<file path="config.mk">
export PLATFORM = sky130hd
export DESIGN_NAME = onoff_fault_ctl
export DESIGN_NICKNAME = d
export VERILOG_FILES = /design/src/rtl/onoff_fault_ctl.sv
export SDC_FILE = /design/constraint.sdc
export NUM_CORES = 1
export LEC_CHECK = 0
export CORE_ASPECT_RATIO = 0.9
export CORE_UTILIZATION = 54
export CTS_CLUSTER_DIAMETER = 100
export DETAILED_ROUTE_END_ITERATION = 6
export MAX_ROUTING_LAYER = met4
export PLACE_DENSITY = 0.83
export SLEW_MARGIN = 10
export SYNTH_ARGS = -nofsm -noshare
export SYNTH_HDL_FRONTEND = slang
export SYNTH_SLANG_ARGS = --single-unit
</file>
<file path="constraint.sdc">
create_clock -name clk -period 1.7 [get_ports clk]
set_clock_uncertainty 0.15 [all_clocks]
set_input_delay 0.51 -clock clk [delete_from_list [all_inputs] [get_ports clk]]
set_output_delay 0.51 -clock clk [all_outputs]
set_load 0.03 [all_outputs]
</file>
<file path="src/rtl/onoff_fault_ctl.sv">
module onoff_fault_ctl #(
  parameter int RAILS          = 3,
  parameter int PRESCALE       = 4,
  parameter int DEB_TICKS      = 8,
  parameter int OFF_HOLD_TICKS = 3,
  parameter int BLANK_TICKS    = 10,
  parameter int QUAL_TICKS     = 2
) (
  input  logic             clk,
  input  logic             rst_n,
  input  logic             req_n,
  input  logic [RAILS-1:0] ov_flag,
  input  logic [RAILS-1:0] uv_flag,
  input  logic [RAILS-1:0] oc_flag,
  output logic             rails_off,
  output logic             fault_pulse,
  output logic [2:0]       fault_kind
);
  localparam int PW = $clog2(PRESCALE + 1);
  localparam int DW = $clog2(DEB_TICKS + 1);
  localparam int HW = $clog2(OFF_HOLD_TICKS + 1);
  localparam int BW = $clog2(BLANK_TICKS + 1);
  localparam int QW = $clog2(QUAL_TICKS + 1);

  logic [PW-1:0] pre_cnt;
  logic          tick;
  logic [1:0]    sync;
  logic          req_ok, req_ok_d;
  logic [DW-1:0] deb_cnt;
  logic          run_q;
  logic [HW-1:0] hold_cnt;
  logic [BW-1:0] blank_cnt;
  logic          acc_rise, acc_fall, uvoc_en;
  logic [2:0]    live, qual;
  logic          latched;

  assign tick     = (pre_cnt == PW'(PRESCALE - 1));
  assign acc_rise = req_ok & ~req_ok_d;
  assign acc_fall = ~req_ok & req_ok_d;
  assign uvoc_en  = run_q & (blank_cnt == '0);
  assign live     = {(|oc_flag) & uvoc_en, (|uv_flag) & uvoc_en, |ov_flag};
  assign rails_off = ~run_q | latched;

  always_ff @(posedge clk or negedge rst_n)
    if (!rst_n) pre_cnt <= '0;
    else        pre_cnt <= tick ? '0 : pre_cnt + 1'b1;

  always_ff @(posedge clk or negedge rst_n)
    if (!rst_n) sync <= 2'b11;
    else        sync <= {sync[0], req_n};

  always_ff @(posedge clk or negedge rst_n)
    if (!rst_n) begin
      req_ok   <= 1'b1;
      req_ok_d <= 1'b1;
      deb_cnt  <= '0;
    end else begin
      req_ok_d <= req_ok;
      if (sync[1] == req_ok) deb_cnt <= '0;
      else if (tick) begin
        if (deb_cnt == DW'(DEB_TICKS - 1)) begin
          req_ok  <= sync[1];
          deb_cnt <= '0;
        end else deb_cnt <= deb_cnt + 1'b1;
      end
    end

  always_ff @(posedge clk or negedge rst_n)
    if (!rst_n) begin
      run_q    <= 1'b0;
      hold_cnt <= '0;
    end else if (!req_ok) begin
      run_q    <= 1'b1;
      hold_cnt <= '0;
    end else if (run_q && tick) begin
      if (hold_cnt == HW'(OFF_HOLD_TICKS - 1)) begin
        run_q    <= 1'b0;
        hold_cnt <= '0;
      end else hold_cnt <= hold_cnt + 1'b1;
    end

  always_ff @(posedge clk or negedge rst_n)
    if (!rst_n)                        blank_cnt <= '0;
    else if (acc_fall)                 blank_cnt <= BW'(BLANK_TICKS);
    else if (tick && blank_cnt != '0)  blank_cnt <= blank_cnt - 1'b1;

  for (genvar k = 0; k < 3; k++) begin : g_qual
    logic [QW-1:0] q_cnt;
    assign qual[k] = live[k] & tick & (q_cnt == QW'(QUAL_TICKS));
    always_ff @(posedge clk or negedge rst_n)
      if (!rst_n)                                      q_cnt <= '0;
      else if (!live[k])                               q_cnt <= '0;
      else if (tick && q_cnt != QW'(QUAL_TICKS))       q_cnt <= q_cnt + 1'b1;
  end

  always_ff @(posedge clk or negedge rst_n)
    if (!rst_n) begin
      latched     <= 1'b0;
      fault_kind  <= '0;
      fault_pulse <= 1'b0;
    end else begin
      fault_pulse <= (|qual) & ~latched;
      if (acc_rise) begin
        latched    <= |qual;
        fault_kind <= qual;
      end else begin
        latched    <= latched | (|qual);
        fault_kind <= fault_kind | qual;
      end
    end

  AST_PULSE_ONE_CYCLE: assert property (@(posedge clk) disable iff (!rst_n)
    fault_pulse |=> !fault_pulse);
  AST_PULSE_HAS_KIND: assert property (@(posedge clk) disable iff (!rst_n)
    fault_pulse |-> fault_kind != 3'b000);
  AST_LATCH_HOLDS: assert property (@(posedge clk) disable iff (!rst_n)
    latched && !acc_rise |=> latched);
  AST_REQ_ON_TICK: assert property (@(posedge clk) disable iff (!rst_n)
    !tick |=> $stable(req_ok));
  AST_OFF_HOLD: assert property (@(posedge clk) disable iff (!rst_n)
    $rose(req_ok) && run_q |=> run_q);
  AST_BLANK_UVOC: assert property (@(posedge clk) disable iff (!rst_n)
    acc_fall |=> !qual[1] && !qual[2]);
endmodule

</file>
==> results of run 1 <==
==> flip-flops by register name (all words and copies together), names as in the netlist, 2 cells and up <==
register and count:
sync 2, pre_cnt 3, hold_cnt 2, fault_kind 3
g_qual.q_cnt 6, deb_cnt 4, blank_cnt 4
==> repair_timing <==
item	in CTS	in global routing
setup endpoints to repair	9	11
pin swaps	1	2
gates resized for setup	15	18
buffers inserted	4	6
==> worst max-delay path by stage <==
stage / startpoint / to / slack, ps / cells past startpoint
floorplan: blank_cnt[0]$_DFFE_PN0P_ / blank_cnt[3]$_DFFE_PN0P_ / 150 / 5
global placement: uv_flag[1] / latched$_DFF_PN0_ / -140 / 4
detailed placement: uv_flag[1] / latched$_DFF_PN0_ / -210 / 4
CTS: blank_cnt[0]$_DFFE_PN0P_ / blank_cnt[3]$_DFFE_PN0P_ / -20 / 5
global route: blank_cnt[1]$_DFFE_PN0P_ / blank_cnt[2]$_DFFE_PN0P_ / -30 / 6
finish: blank_cnt[1]$_DFFE_PN0P_ / blank_cnt[2]$_DFFE_PN0P_ / 10 / 6
==> critical path, cell delays in order (launching register included) <==
cell and delay [ps]:
dfrtp_1 400, inv_2 60, ha_4 150, nor3b_4 160, buf_6 130, or4_4 410
a21oi_2 150
==> Yosys cell counts, types with 3 or more instances <==
cell type	number
nand3_1	3
nand3b_1	3
nor3_1	3
nand2b_1	4
a21oi_1	12
o21ai_0	13
nand2_1	14
or3_1	7
inv_1	7
o311ai_0	3
ha_1	7
dfstp_2	4
dfrtp_1	25
==> layer usage <==
metal / routed length, microns / share of wire / track usage / vias to the layer above
met4: 76 / 0.025 / 0.163 / 0
met5: 0 / 0 / - / -
met2: 1640 / 0.53 / 0.438 / 32
met1: 1240 / 0.40 / 0.251 / 593
li1: - / - / - / 547
met3: 142 / 0.046 / 0.0840 / 11
==> report_power, final <==
| group | leakage (nW) | total [mW] | switching (mW) | internal (mW) |
|---|---|---|---|---|
| logic | 0.398 | 0.235 | 0.122 | 0.113 |
| registers | 0.349 | 0.795 | 0.0375 | 0.757 |
| clock network | 0.0326 | 0.434 | 0.230 | 0.204 |
| total | 0.780 | 1.46 | 0.390 | 1.07 |
==> cell type report <==
type	instances	area [sq um]
well taps	27	33.8
multi-input cells	92	666
clock buffers	8	58.8
flip-flops and latches	29	732
fillers	134	462
repair buffers	33	304
inverters	7	26.3
==> cell families (layout without fill, tap and decap cells) <==
group	Yosys count	in the layout	synth area share
fa+ha+maj	7	7	0.0636
buf+inv	10	48	0.0291
simple gates	46	46	0.198
compound gates	36	36	0.158
mux	1	1	0.00817
flops	29	29	0.530
xor+xnor	2	2	0.0127
==> results.yml, run 1 <==
floorplan:
  dieArea_sq_mm: 0.00276
  die_h_microns: 49.9
  ios: 17
  fp-row-count: 16
  core_area_sq_mm: 0.00228
  start_util: 0.604
  die_x_microns: 55.2
finish:
  finalNonFillerCells: 196
  final_area_sq_mm: 0.00182
  syn_to_final_growth_pct: 32.2
  fin_util: 0.798
  layout_common_cells: "dfrtp_1 (24), buf_4 (15), nand2_1 (14)"
  num_antenna_cells: 0
  drive_gt1_frac: 0.272
  final_common_cell: "dfrtp_1"
  num-nets-final: 187
synth:
  synth.distinct_cells: 33
  ys_warn_count: 0
  synth-seq-cells: 29
  synth_edf_count: 0
  seq_area_frac_synth: 0.530
  synth_nets: 150
  netlist.area_leader.share: 0.454
  synth_area_sq_mm: 0.00138
  async_flop_share: 1.00
  synth_area_leaders: "dfrtp_1 (45%), dfstp_2 (7.6%), ha_1 (6.4%)"
  avgSynthCellArea_sq_um: 10.5
  synthCells: 131
  synth-main-ff-cell: "dfrtp_1"
  synth_top_area_cell: "dfrtp_1"
sta:
  rsz0062_at_grt: "yes"
  hold_viol: 0
  relSlewSlack: 0.751
  period_share: 0.993
  worst_slew_pin_slew_ps: 371
  finalSetupViolations: 0
  period_needed_ps: 1690
  hold_ws_ps: 213
  setup_tns_ps: 0
  report.final.slew_viol_count: 0
  fmax_ghz: 0.592
  layout_setup_ws_ps: 12.0
run:
  cap_violations: 0
global_routing:
  grt_pass1_vias: 1201
  grt_max_degree: 30
  grt_usage: 0.256
  grt_pass1_wl_microns: 5100
  gr-total-overflow: 0
  antenna_found_initial: 0
setup_path:
  r2r_start: "blank_cnt[1]$_DFFE_PN0P_"
  required_ps: 1810
  crit_path_end_kind: "flop"
  cp-start-kind: "flop"
  cp_max_fo: 4
  worst-setup-path-type: "reg -> reg"
  ff2ff_setup_slack_ps: 10
  cp.arrival_ps: 1800
  r2r_end: "blank_cnt[2]$_DFFE_PN0P_"
  rr_worst_depth: 6
drt:
  viasPerCell: 6.04
  wl_per_cell_microns: 15.8
  first_pass_iters: 4
  remaining_drc_errors: 0
  vias: 1183
  ant_nets: 0
  drt_wl_total_microns: 3100
  dr.first_iter.drc_count: 24
placed_design:
  pre_cts_ws_ps: -208
  io_buffers: 16
  place.detailed.hpwl_microns: 2070
  gp_congestion: 0.746
  place_inst: 178
  postPlaceCellArea_sq_mm: 0.00162
clock_tree:
  cts.sinks: 29
  numCtsBuffers: 5
  cts_tree: "yes"
  cts_hold_buf: 0
  insertion_delay_ps: 330
  h-tree-depth: 2
  cts_root_buf: "clkbuf_4"
  clk_pin_slew_worst_paths_ps: 90
  cts.path.max_buffers: 2
min_path:
  hold_class: "reg -> reg"
  hold-path-endpoint: "sync[1]$_DFF_PN1_"
  hp-start: "sync[0]$_DFF_PN1_"
  whs_path_depth: 0
power:
  p_total_mw: 1.46
  pwr_density_cell_mw_per_mm2: 804
  p_leak_nw: 0.780
  irDropWorstVdd_mv: 0.766
status:
  status: "finished clean"
Note: power is estimated with default switching activity, not from simulation.
==> run 2, diff against run 1 <==
--- a/config.mk
+++ b/config.mk
@@ -6,11 +6,12 @@
 export NUM_CORES = 1
 export LEC_CHECK = 0
 export CORE_ASPECT_RATIO = 0.9
-export CORE_UTILIZATION = 54
+export CORE_MARGIN = 2
+export CORE_UTILIZATION = 48
 export CTS_CLUSTER_DIAMETER = 100
 export DETAILED_ROUTE_END_ITERATION = 6
 export MAX_ROUTING_LAYER = met4
-export PLACE_DENSITY = 0.83
+export PLACE_DENSITY = 0.78
 export SLEW_MARGIN = 10
 export SYNTH_ARGS = -nofsm -noshare
 export SYNTH_HDL_FRONTEND = slang
==> constraint.sdc (replaced) <==
create_clock -name clk -period 1.5 [get_ports clk]
set_clock_uncertainty 0.15 [all_clocks]
set_input_delay 0.45 -clock clk [delete_from_list [all_inputs] [get_ports clk]]
set_output_delay 0.45 -clock clk [all_outputs]
set_load 0.03 [all_outputs]
==> run 2 against run 1 <==
  * Combinational power rose by 28%
  * Cell count up 12%
  * Via count shrank 1.9%
  * Global-route usage decreased by 4.1 points
  * Routed wire length rose by 4.5%
  * Highest routed layer unchanged
  * The flow now finishes with violations (setup timing)
  * Core utilization fell by 5.1 points
  * Hold slack lost 2.4 ps
  * Fmax up 4.6%
  * Setup slack lost 130 ps
==> results.yml, run 2 (same netlist as run 1, synthesis figures left out) <==
setup_path:
  r2r_start: "blank_cnt[1]$_DFFE_PN0P_"
  crit_path_top_delay_cell: "dfrtp_1"
  cp.arrival_ps: 1660
  required_ps: 1540
  path_cells: "inv_2 -> ha_4 -> or3b_4 -> a311oi_2 -> a41oi_1"
  cp-endpoint: "blank_cnt[3]$_DFFE_PN0P_"
  rr_worst_depth: 5
  worst-setup-path-type: "reg -> reg"
  cpPeakStageDelay_ps: 400
  cp-startpoint: "blank_cnt[1]$_DFFE_PN0P_"
  cp-start-kind: "flop"
  cp_max_fo: 2
  crit_path_end_kind: "flop"
  ff2ff_setup_slack_ps: -110
  r2r_end: "blank_cnt[3]$_DFFE_PN0P_"
finish:
  num_antenna_cells: 0
  top_register: "g_qual.q_cnt"
  syn_to_final_growth_pct: 48.9
  fin_util: 0.746
  biggestRegsByFlops: "g_qual.q_cnt: 6 flops, blank_cnt: 4 flops, deb_cnt: 4 flops"
  drive_gt1_frac: 0.400
  largest_reg_flops: 6
  layout_common_cells: "dfrtp_1 (24), buf_4 (21), nand2_1 (14)"
  final_common_cell: "dfrtp_1"
  num-nets-final: 198
power:
  pwr_density_cell_mw_per_mm2: 920
  p_leak_nw: 0.865
  irDropWorstVdd_mv: 0.769
drt:
  viasPerCell: 5.27
  remaining_drc_errors: 0
  ant_nets: 0
  vias: 1160
  dr.first_iter.drc_count: 47
  first_pass_iters: 4
  drt_wl_total_microns: 3230
  wl_per_cell_microns: 14.7
global_routing:
  grt_pass1_wl_microns: 4930
  antenna_found_initial: 0
  grt_max_degree: 30
  grt_pass1_vias: 1145
  gr-total-overflow: 0
  grt_usage: 0.215
sta:
  finalSetupViolations: 11
  layout_setup_ws_ps: -113
  relSlewSlack: 0.690
  rsz0062_at_grt: "yes"
  fmax_ghz: 0.620
  period_needed_ps: 1610
  period_share: 1.08
  report.final.slew_viol_count: 0
  hold_viol: 0
  setup_tns_ps: -539
  worst_slew_pin_slew_ps: 458
floorplan:
  die_x_microns: 60.5
  start_util: 0.501
  ios: 17
  die_h_microns: 54.8
  dieArea_sq_mm: 0.00331
  core_area_sq_mm: 0.00275
  fp-row-count: 18
min_path:
  hold_class: "reg -> reg"
  hp-start: "sync[0]$_DFF_PN1_"
placed_design:
  pre_cts_ws_ps: -308
  place.detailed.hpwl_microns: 2050
  io_buffers: 16
  gp_congestion: 0.785
clock_tree:
  cts.sinks: 29
  h-tree-depth: 2
  cts.path.max_buffers: 2
  clk_pin_slew_worst_paths_ps: 90
  numCtsBuffers: 5
  cts_root_buf: "clkbuf_4"
  cts_tree: "yes"
  insertion_delay_ps: 340
  cts_hold_buf: 0
status:
  violations: "setup timing"
  status: "finished, violations left"
run:
  cap_violations: 0
run 2: stage by stage:
stage	power (mW)	area, sq um	hold WS (ps)	cells
3_3_place_gp	1.14	1690	199	200
4_1_cts	1.85	1910	213	212
6_report	1.89	2050	210	220
3_5_place_dp	1.18	1690	198	200
2_1_floorplan	1.06	1380	4.41	131
5_1_grt	1.97	2050	215	220
run 2: cell type report:
| type | count | area (sq um) |
|---|---|---|
| Multi-Input combinational cell | 92 | 746 |
| Sequential cell | 29 | 732 |
| Timing Repair Buffer | 44 | 412 |
| Clock inverter | 1 | 30.0 |
| Tap cell | 40 | 50.0 |
| Fill cell | 192 | 697 |
| Inverter | 7 | 26.3 |
| Clock buffer | 7 | 55.1 |
run 2: report_power, final:
group	total, mW	internal, mW	switching (mW)
Sequential	0.910	0.858	0.0516
Clock	0.677	0.398	0.279
Combinational	0.300	0.139	0.161
Total	1.89	1.40	0.491
run 2: worst min path at each step:
| stage | end | slack [ps] | cells after the start |
|---|---|---|---|
| 2_1_floorplan | blank_cnt[0]$_DFFE_PN0P_ | 4 | 0 |
| 4_1_cts | sync[1]$_DFF_PN1_ | 210 | 0 |
| 6_report | sync[1]$_DFF_PN1_ | 210 | 0 |
| 3_5_place_dp | sync[1]$_DFF_PN1_ | 200 | 0 |
| 5_1_grt | sync[1]$_DFF_PN1_ | 220 | 0 |
| 3_3_place_gp | sync[1]$_DFF_PN1_ | 200 | 0 |
run 2: metal layers:
layer  track usage  wire length [microns]  up-vias
met1         0.241                   1380      553
met2         0.371                   1620       32
li1              -                      -      570
met5             -                      0        -
met4        0.0870                     24        0
met3        0.0520                    204        5
run 2: repair_timing:
item | 4_1_cts | 5_1_grt
resized for setup | 26 | 24
buffers inserted | 6 | 8
endpoints found under the setup margin | 21 | 24
pin swaps | 10 | 7
run 2: worst max-delay path: cells and delay by family (launching register included):
kind	cells	cell delay, ps
fa+ha+maj	1	130
simple gates	1	370
buf+inv	1	90
compound gates	2	340
flops	1	400
